==> config.mk <==
export PLATFORM = sky130hd
export DESIGN_NAME = ecc_page_tally
export DESIGN_NICKNAME = d
export VERILOG_FILES = /design/src/rtl/ecc_page_tally.sv
export SDC_FILE = /design/constraint.sdc
export NUM_CORES = 1
export LEC_CHECK = 0
export BUFFER_PORTS_ARGS = -buffer_cell sky130_fd_sc_hd__buf_4
export CAP_MARGIN = 0
export CELL_PAD_IN_SITES_DETAIL_PLACEMENT = 1
export CELL_PAD_IN_SITES_GLOBAL_PLACEMENT = 2
export CORE_ASPECT_RATIO = 0.75
export CORE_UTILIZATION = 33
export DETAILED_ROUTE_END_ITERATION = 7
export PLACE_DENSITY_LB_ADDON = 0.1
export SYNTH_ARGS = -nofsm -noshare
export SYNTH_HDL_FRONTEND = slang
export SYNTH_SLANG_ARGS = --single-unit
==> constraint.sdc <==
create_clock -name clk -period 3.8 [get_ports clk]
set_input_delay 0 -clock clk [delete_from_list [all_inputs] [get_ports clk]]
set_output_delay 0 -clock clk [all_outputs]
set_load 0.01 [all_outputs]
==> src/rtl/ecc_page_tally.sv <==
module ecc_page_tally #(
  parameter int          MAX_CHUNKS  = 16,
  parameter int          STRENGTH    = 40,
  parameter int          TOTAL_W     = 10,
  parameter logic [7:0]  ERASED_CODE = 8'hFF,
  parameter logic [7:0]  UNCORR_CODE = 8'hFE,
  parameter logic [7:0]  FAIL_RESULT = 8'hFF,
  localparam int         FAIL_W      = $clog2(MAX_CHUNKS + 1)
) (
  input  logic               clk,
  input  logic               rst_n,
  input  logic               start,
  input  logic               stat_valid,
  input  logic [7:0]         stat_code,
  input  logic               stat_last,
  output logic [TOTAL_W-1:0] tot_fix,
  output logic [7:0]         max_fix,
  output logic [FAIL_W-1:0]  fail_cnt,
  output logic               page_fail,
  output logic [7:0]         page_result,
  output logic               done
);

  localparam logic [TOTAL_W-1:0] TOT_TOP  = '1;
  localparam logic [FAIL_W-1:0]  FAIL_TOP = '1;
  localparam logic [7:0]         CEIL     = 8'(STRENGTH);

  logic             take, is_erased, is_bad, is_fix;
  logic [TOTAL_W:0] tot_sum;

  assign take      = stat_valid && !start;
  assign is_erased = (stat_code == ERASED_CODE);
  assign is_bad    = !is_erased && ((stat_code == UNCORR_CODE) || (stat_code > CEIL));
  assign is_fix    = !is_erased && !is_bad && (stat_code != 8'd0);
  assign tot_sum   = {1'b0, tot_fix} + (TOTAL_W+1)'(stat_code);

  assign page_result = page_fail ? FAIL_RESULT : max_fix;

  always_ff @(posedge clk) begin
    if (!rst_n || start) begin
      tot_fix   <= '0;
      max_fix   <= '0;
      fail_cnt  <= '0;
      page_fail <= 1'b0;
      done      <= 1'b0;
    end else begin
      done <= take && stat_last;
      if (take && is_fix) begin
        tot_fix <= tot_sum[TOTAL_W] ? TOT_TOP : tot_sum[TOTAL_W-1:0];
        if (stat_code > max_fix) max_fix <= stat_code;
      end
      if (take && is_bad) begin
        if (fail_cnt != FAIL_TOP) fail_cnt <= fail_cnt + 1'b1;
        page_fail <= 1'b1;
      end
    end
  end

  logic armed;
  always_ff @(posedge clk) armed <= rst_n;

  AST_CLEAR_AFTER_START: assert property (@(posedge clk) disable iff (!rst_n)
    armed && $past(start) |-> (tot_fix == '0 && max_fix == '0 && fail_cnt == '0 && !page_fail && !done));
  AST_MAX_BOUNDED: assert property (@(posedge clk) disable iff (!rst_n)
    max_fix <= CEIL);
  AST_FAIL_FLAG_MATCH: assert property (@(posedge clk) disable iff (!rst_n)
    page_fail == (fail_cnt != '0));
  AST_DONE_TIMING: assert property (@(posedge clk) disable iff (!rst_n)
    armed |-> done == $past(stat_valid && stat_last && !start));
  AST_TOTAL_NO_WRAP: assert property (@(posedge clk) disable iff (!rst_n)
    armed && !$past(start) |-> tot_fix >= $past(tot_fix));
  AST_FAIL_NO_WRAP: assert property (@(posedge clk) disable iff (!rst_n)
    armed && !$past(start) |-> fail_cnt >= $past(fail_cnt));

endmodule

======== Word-level counts from Yosys, hierarchy flattened ========
Index checks and enable logic that the tools add are counted.
cells by class
  $add $sub $neg .......................... 2
  order comparisons ....................... 2
  eq/ne operators ......................... 3
  muxes and demuxes ....................... 2
  reduce and logical (&&, ||, !) cells .... 16
operators by type and width
  cell                 count
  $eq 8x8->1 const B   2
  $add 10x8->11        1
  $mux 10              1
  $gt 8x6->1 const B   1
  $gt 8x8->1           1
  $mux 8               1
  $reduce_bool 8->1    1
  $logic_and 1x1->1    7
  $add 5x1->5 const B  1
  $ne 5x5->1 const B   1
  $logic_not 1->1      4
  $reduce_and 2->1     2
  $logic_or 1x1->1     2
word-level totals
  bits in registers ....................... 25
  input bits .............................. 13

======== Logic depth before layout (Yosys ltp) ========
Gate-level depths: netlist of run 1.
  word-level depth ........................ 8
  depth in mapped cells ................... 8
  mapped depth without buffers ............ 7

======== Worst setup path after synthesis of run 1 ========
No wires, ideal clock.
  path type ............................... reg-to-reg
  from .................................... register tot_fix[0]
  to ...................................... register tot_fix[0]
  setup time .............................. 119 ps
  arrival time ............................ 1908 ps
  required time ........................... 3681 ps
  setup slack ............................. 1773 ps
  stages on the path, launching flop included .. 8
  path buffers ............................ 0
  cell sequence ........................... dfxtp_1 -> ha_1 -> fa_1 -> a211oi_1 -> o21ai_0 -> nand4_1 -> nand2_1 -> o221a_2
on the way
  longest elaborated chain between the ends .. 2
ends and longest elaborated chain
  element                   line  source
  start: declaration        16    output logic [TOTAL_W-1:0] tot_fix,
  start signal: assignment  49    tot_fix <= tot_sum[TOTAL_W] ? TOT_TOP : tot_sum[TOTAL_W-1:0];
  $add 10x8->11             35    assign tot_sum = {1'b0, tot_fix} + (TOTAL_W+1)'(stat_code);
  $mux 10                   49
Every way passes these cells.
A chain may end at the register's enable or synchronous reset.

======== Worst setup path after layout of run 1 ========
  from .................................... register tot_fix[0]
  to ...................................... register tot_fix[1]
Same word-level chain as after synthesis.

==> results of run 1 <==
-- power by group through the flow --
| stage | clock network [mW] | logic (mW) | registers (mW) |
|---|---|---|---|
| final | 0.164 | 0.0820 | 0.267 |
| after global routing | 0.180 | 0.0924 | 0.267 |
| after CTS | 0.172 | 0.0831 | 0.267 |
| after detailed placement | 0 | 0.0817 | 0.273 |
| after global placement | 0 | 0.0793 | 0.273 |
| after floorplan | 0 | 0.0459 | 0.273 |
-- critical path: stages, from the launching register on --
cell      delay (ps)
dfxtp_1          340
ha_1             210
fa_1             430
a211oi_1         330
o21ai_0          230
nand4_1          190
nand2_1          220
o221a_2          340
-- layer usage --
| metal | GRT usage | wire, µm |
|---|---|---|
| met1 | 0.228 | 2100 |
| met2 | 0.293 | 1970 |
| met3 | 0.0410 | 185 |
| met4 | 0.0302 | 18 |
| met5 | 0 | 0 |
-- cell families after synthesis --
| family | after synthesis |
|---|---|
| AOI/OAI and AO/OA | 39 |
| DFF | 25 |
| muxes | 8 |
| buffers and inverters | 14 |
| adders and majority gates | 19 |
| and+or+nand+nor | 63 |
| xor gates and xnor gates | 9 |
-- registers in the layout, indices dropped and copies added (netlist names) --
signal,count
tot_fix,10
max_fix,8
page_fail,1
fail_cnt,5
done,1
-- what timing repair did --
| action | CTS | global route |
|---|---|---|
| endpoints found under the setup margin | 0 | 0 |
| endpoints found under the hold margin | 1 | 0 |
| hold buffers | 2 | 0 |
| buffers inserted | 0 | 0 |
-- cell usage after synthesis, drive strengths merged, types with 5 or more instances --
| cell | instances | share of area |
|---|---|---|
| o21ai | 6 | 0.019 |
| xnor2 | 7 | 0.038 |
| or2 | 8 | 0.031 |
| o221a | 8 | 0.061 |
| dfxtp | 25 | 0.31 |
| nand4 | 6 | 0.023 |
| mux2i | 8 | 0.049 |
| inv | 8 | 0.019 |
| ha | 18 | 0.14 |
| nand2 | 18 | 0.042 |
| a21oi | 7 | 0.022 |
| nor3 | 5 | 0.022 |
| nor2 | 11 | 0.025 |
-- worst min-delay path by stage --
| stage | startpoint | endpoint | slack [ps] |
|---|---|---|---|
| after floorplan | stat_code[1] | max_fix[1] | 140 |
| after CTS | stat_code[3] | max_fix[3] | 10 |
| after global placement | stat_valid | done | 270 |
| final | stat_code[3] | max_fix[3] | 20 |
| after detailed placement | stat_last | done | 280 |
| after global routing | stat_code[3] | max_fix[3] | 20 |
-- cell type report --
class	count	area, µm²	area share
Clock buffer	3	41.3	0.0200
Timing Repair Buffer	47	358	0.174
Clock inverter	1	5.00	0.00243
Inverter	8	30.0	0.0146
Sequential cell	25	500	0.243
Tap cell	57	71.3	0.0346
Multi-Input combinational cell	138	1050	0.512
==> impl_metrics.ini, run 1 <==
[clock_network]
cts-root-buf = clkbuf_8
cts_resized = 0
cts.sinks = 25
numCtsBuffers = 3
cts.clk_slew.worst_paths_ps = 90
h-tree-depth = 1
ctsLongestPathBuffers = 2
cts_tree = yes
clk_latency_ps = 270

[route]
wl_per_cell_um = 15.3
post_drt_via_cell_ratio = 5.35
vias = 1493
route.detailed.drc = 0
drt-pass1-iter-count = 4
drtAntennaViolNets = 0
wl_um = 4270
drt_iter0_markers = 59

[power_and_ir_drop]
p_total_uw = 513
p_comb_frac = 0.160
pwr-share-seq = 0.520
switching_share = 0.267
power_frac_clock = 0.319
switchingPower_uw = 137
power_per_cell_area_mw_per_mm2 = 249
ir_drop_mv = 0.133
power.internal_uw = 375
p_leak_nw = 0.957

[yosys]
async_flop_share = 0
synth-edff-count = 0
synth-adder-area-share = 0.151
synth_seq_area_share = 0.308
synth_flop_cell = dfxtp_1
synth_top_family_by_area = simple AND/OR/NAND/NOR gates
synth_area_per_cell_um2 = 9.17
synthCells = 177
yosys_warnings = 0
yosys.area_share.simple = 0.201
synth-compound-area-share = 0.197
synth-seq-cells = 25
synth_nets = 209
synth-xor-area-share = 0.0486
muxShareOfSynthArea = 0.0493
ys_types = 42
netlist_area_mm2 = 0.00162

[setup_path]
startpoint = tot_fix[0]
crit_fanout = 7
required_ps = 3970
worstReg2RegEnd = tot_fix[1]
worstSetupEndpointType = flip-flop
reg2reg_slack_ps = 1390
worstRegToRegCells = 7
crit_type = reg2reg
r2r-start = tot_fix[0]
cp-start-kind = flip-flop
critPathCapture = tot_fix[1]
arrival_ps = 2580

[finish]
final_common_cell = buf_4
areaGrowthSynthToFinish_pct = 26.9
final_cells = 279
post-route-util = 0.448
layout_common_cells = 45 x buf_4, 25 x dfxtp_1, 18 x nand2_1, 18 x ha_1, 11 x nor2_1
nFillCells = 551
insertedDiodeCount = 0
design_area_mm2 = 0.00206
nets = 255
drive_gt1_frac = 0.320

[placement]
dp_slack_ps = 1430
placedCellCount = 273
place_hpwl_um = 3390
numPortBuffers = 45
globalplace.congestion = 0.779
place_area_mm2 = 0.00199

[global_route]
grt_pass1_wl_um = 7180
grt_usage = 0.174
antenna_found_initial = 0
grt_max_degree = 23
grt.overflow.total = 0
grt_pass1_vias = 1457

[floorplan]
coreArea_mm2 = 0.00460
dieArea_mm2 = 0.00521
rows = 21
die_h_um = 62.7
io_pins = 46
initial_core_util = 0.353
die_x_um = 83.0

[sta]
worstMarginPinSlew_ps = 891
rsz0062_at_grt = no
slew_headroom = 0.403
period_needed_ps = 2410
finalWorstSetupSlack_ps = 1390
finalCritPeriodShare = 0.633
whs_ps = 19.3
finClkSkew_ps = 2.81
fmax_mhz = 416
finalHoldViolCount = 0
finalSetupViolations = 0
setup_tns_ps = 0
finalMaxSlewViolations = 0

[min_path]
hp-class = in2reg
holdPathStages = 3

[job]
drv_cap = 0

[status]
status = completed
No activity file was read; power rests on OpenSTA's default activity.
==> run 2: changes to the inputs <==
CORE_UTILIZATION = 30   (was 33)
clock period = 2.48 ns   (was 3.8 ns; I/O delays follow)
==> run 2 against run 1 <==
Compared with the run above:
- setup slack got worse by 1200 ps
- core utilization is 3.2 points lower
- cell count grew 6.1%
- clock power increased by 57%
- fmax increased by 4.5%
- first-iteration DRC count fell by 29%
- hold slack better by 6.4 ps
- total power grew 55%
- critical path depth is the same
- critical path type unchanged
==> impl_metrics.ini, run 2 (same netlist as run 1, synthesis figures left out) <==
[job]
drv_cap = 0

[global_route]
grt.overflow.total = 0
grt_pass1_wl_um = 7980
antenna_found_initial = 0
met1_usage = 0.234
grt_max_degree = 16
met3_usage = 0.0364
grt_usage = 0.183
met2_usage = 0.318
grt_busiest_layer = met2
grt_pass1_vias = 1611

[route]
route.detailed.drc = 0
drt_iter0_markers = 42
drt-pass1-iter-count = 4
wl_um = 4700
vias = 1495
post_drt_via_cell_ratio = 5.05
drtAntennaViolNets = 0
wl_per_cell_um = 15.9

[floorplan]
die_x_um = 86.9
die_h_um = 65.7
initial_core_util = 0.322
dieArea_mm2 = 0.00571
coreArea_mm2 = 0.00504
rows = 22
io_pins = 46

[sta]
slew_headroom = 0.460
finClkSkew_ps = 3.08
fmax_mhz = 434
finalHoldViolCount = 0
worstMarginPinSlew_ps = 809
finalSetupViolations = 0
period_needed_ps = 2300
finalMaxSlewViolations = 0
finalCritPeriodShare = 0.929
setup_tns_ps = 0
rsz0062_at_grt = no
finalWorstSetupSlack_ps = 177

[clock_network]
post_cts_buffers = 0
h-tree-depth = 1
cts-root-buf = clkbuf_8
ctsLongestPathBuffers = 2
clk_latency_ps = 270
cts.sinks = 25
cts.clk_slew.worst_paths_ps = 90
cts_tree = yes
numCtsBuffers = 3

[setup_path]
r2r-start = tot_fix[0]
path_buf_inv = 0
required_ps = 2650
path_cells = ha_1 -> fa_1 -> a211oi_1 -> o21ai_1 -> nand4_1 -> nand2_1 -> o221a_2
worstRegToRegCells = 7
cp-start-kind = flip-flop
cp_slowest_cell = fa_1
path_delay_family = compound AO/OA/AOI/OAI gates
crit_path_max_incr_delay_ps = 430
crit_type = reg2reg
worstSetupEndpointType = flip-flop
reg2reg_slack_ps = 180
worstReg2RegEnd = tot_fix[1]
arrival_ps = 2470
crit_fanout = 7

[finish]
drive_gt1_frac = 0.321
insertedDiodeCount = 0
nFillCells = 622
final_common_cell = buf_4
largest_register_ffs = 10
nets = 257
biggestRegsByFlops = tot_fix (10), max_fix (8), fail_cnt (5)
layout_common_cells = 47 x buf_4, 25 x dfxtp_1, 18 x nand2_1, 18 x ha_1, 11 x nor2_1
regArea_um2 = 500
areaGrowthSynthToFinish_pct = 29.0
post-route-util = 0.416
largest-register = tot_fix
multi_input_comb_area_mm2 = 0.00105

[power_and_ir_drop]
power_per_cell_area_mw_per_mm2 = 380
p_leak_nw = 0.962
ir_drop_mv = 0.166

[placement]
dp_slack_ps = 124
place_hpwl_um = 3790
numPortBuffers = 45
globalplace.congestion = 0.763

[min_path]
holdPathStages = 3
whs_endpoint = max_fix[4]
hp-class = in2reg
min_from = stat_code[4]

[status]
status = completed
-- run 2: changes by cell type in the layout (fill, tap and decap cells not counted), sizes merged --
cell	delta
buf	+2
clkinv	-1
clkinvlp	+1
-- run 2: power by group --
part	total [mW]	switching [mW]	internal (mW)
Sequential	0.409	0.00429	0.405
Clock	0.257	0.143	0.114
Combinational	0.131	0.0709	0.0598
Total	0.796	0.218	0.578
-- run 2: worst max path at each step --
stage                          start    endpoint  depth (start not counted)
after global routing      tot_fix[0]  tot_fix[1]                          7
after detailed placement  tot_fix[0]  tot_fix[1]                          7
final                     tot_fix[0]  tot_fix[1]                          7
after global placement    tot_fix[0]  tot_fix[0]                          7
after CTS                 tot_fix[0]  tot_fix[1]                          7
after floorplan           tot_fix[0]  tot_fix[0]                          7
-- run 2: through the flow --
step	cell area [µm²]	hold slack (ps)	total power [mW]	std cells
2_1_floorplan	1620	142	0.489	177
6_report	2090	25.6	0.796	296
4_1_cts	2090	29.5	0.808	296
5_1_grt	2090	36.3	0.841	296
3_3_place_gp	2020	253	0.541	290
3_5_place_dp	2020	244	0.548	290
-- run 2: layout make-up --
type,instances,share of cell area
clock buffers,3,0.0197
clock inverters,1,0.00359
inverters,8,0.0143
multi-input cells,138,0.502
flip-flops and latches,25,0.239
well taps,72,0.0430
repair buffers,49,0.178
-- run 2: metal layers --
metal | vias up | part of all wire | wire length, µm
met5 | - | 0 | 0
met4 | 0 | 0.0087 | 41
met3 | 4 | 0.031 | 148
met2 | 31 | 0.48 | 2240
met1 | 719 | 0.48 | 2280
li1 | 741 | - | -
-- run 2: tightest hold or removal path: stages --
cell and delay, ps:
buf_4 140, nand2_1 60, mux2i_1 60
-- run 2: what timing repair did --
item | CTS | global route
gates resized for setup | 0 | 1
endpoints found under the setup margin | 0 | 7
hold buffers | 2 | 0
hold endpoints to repair | 1 | 0
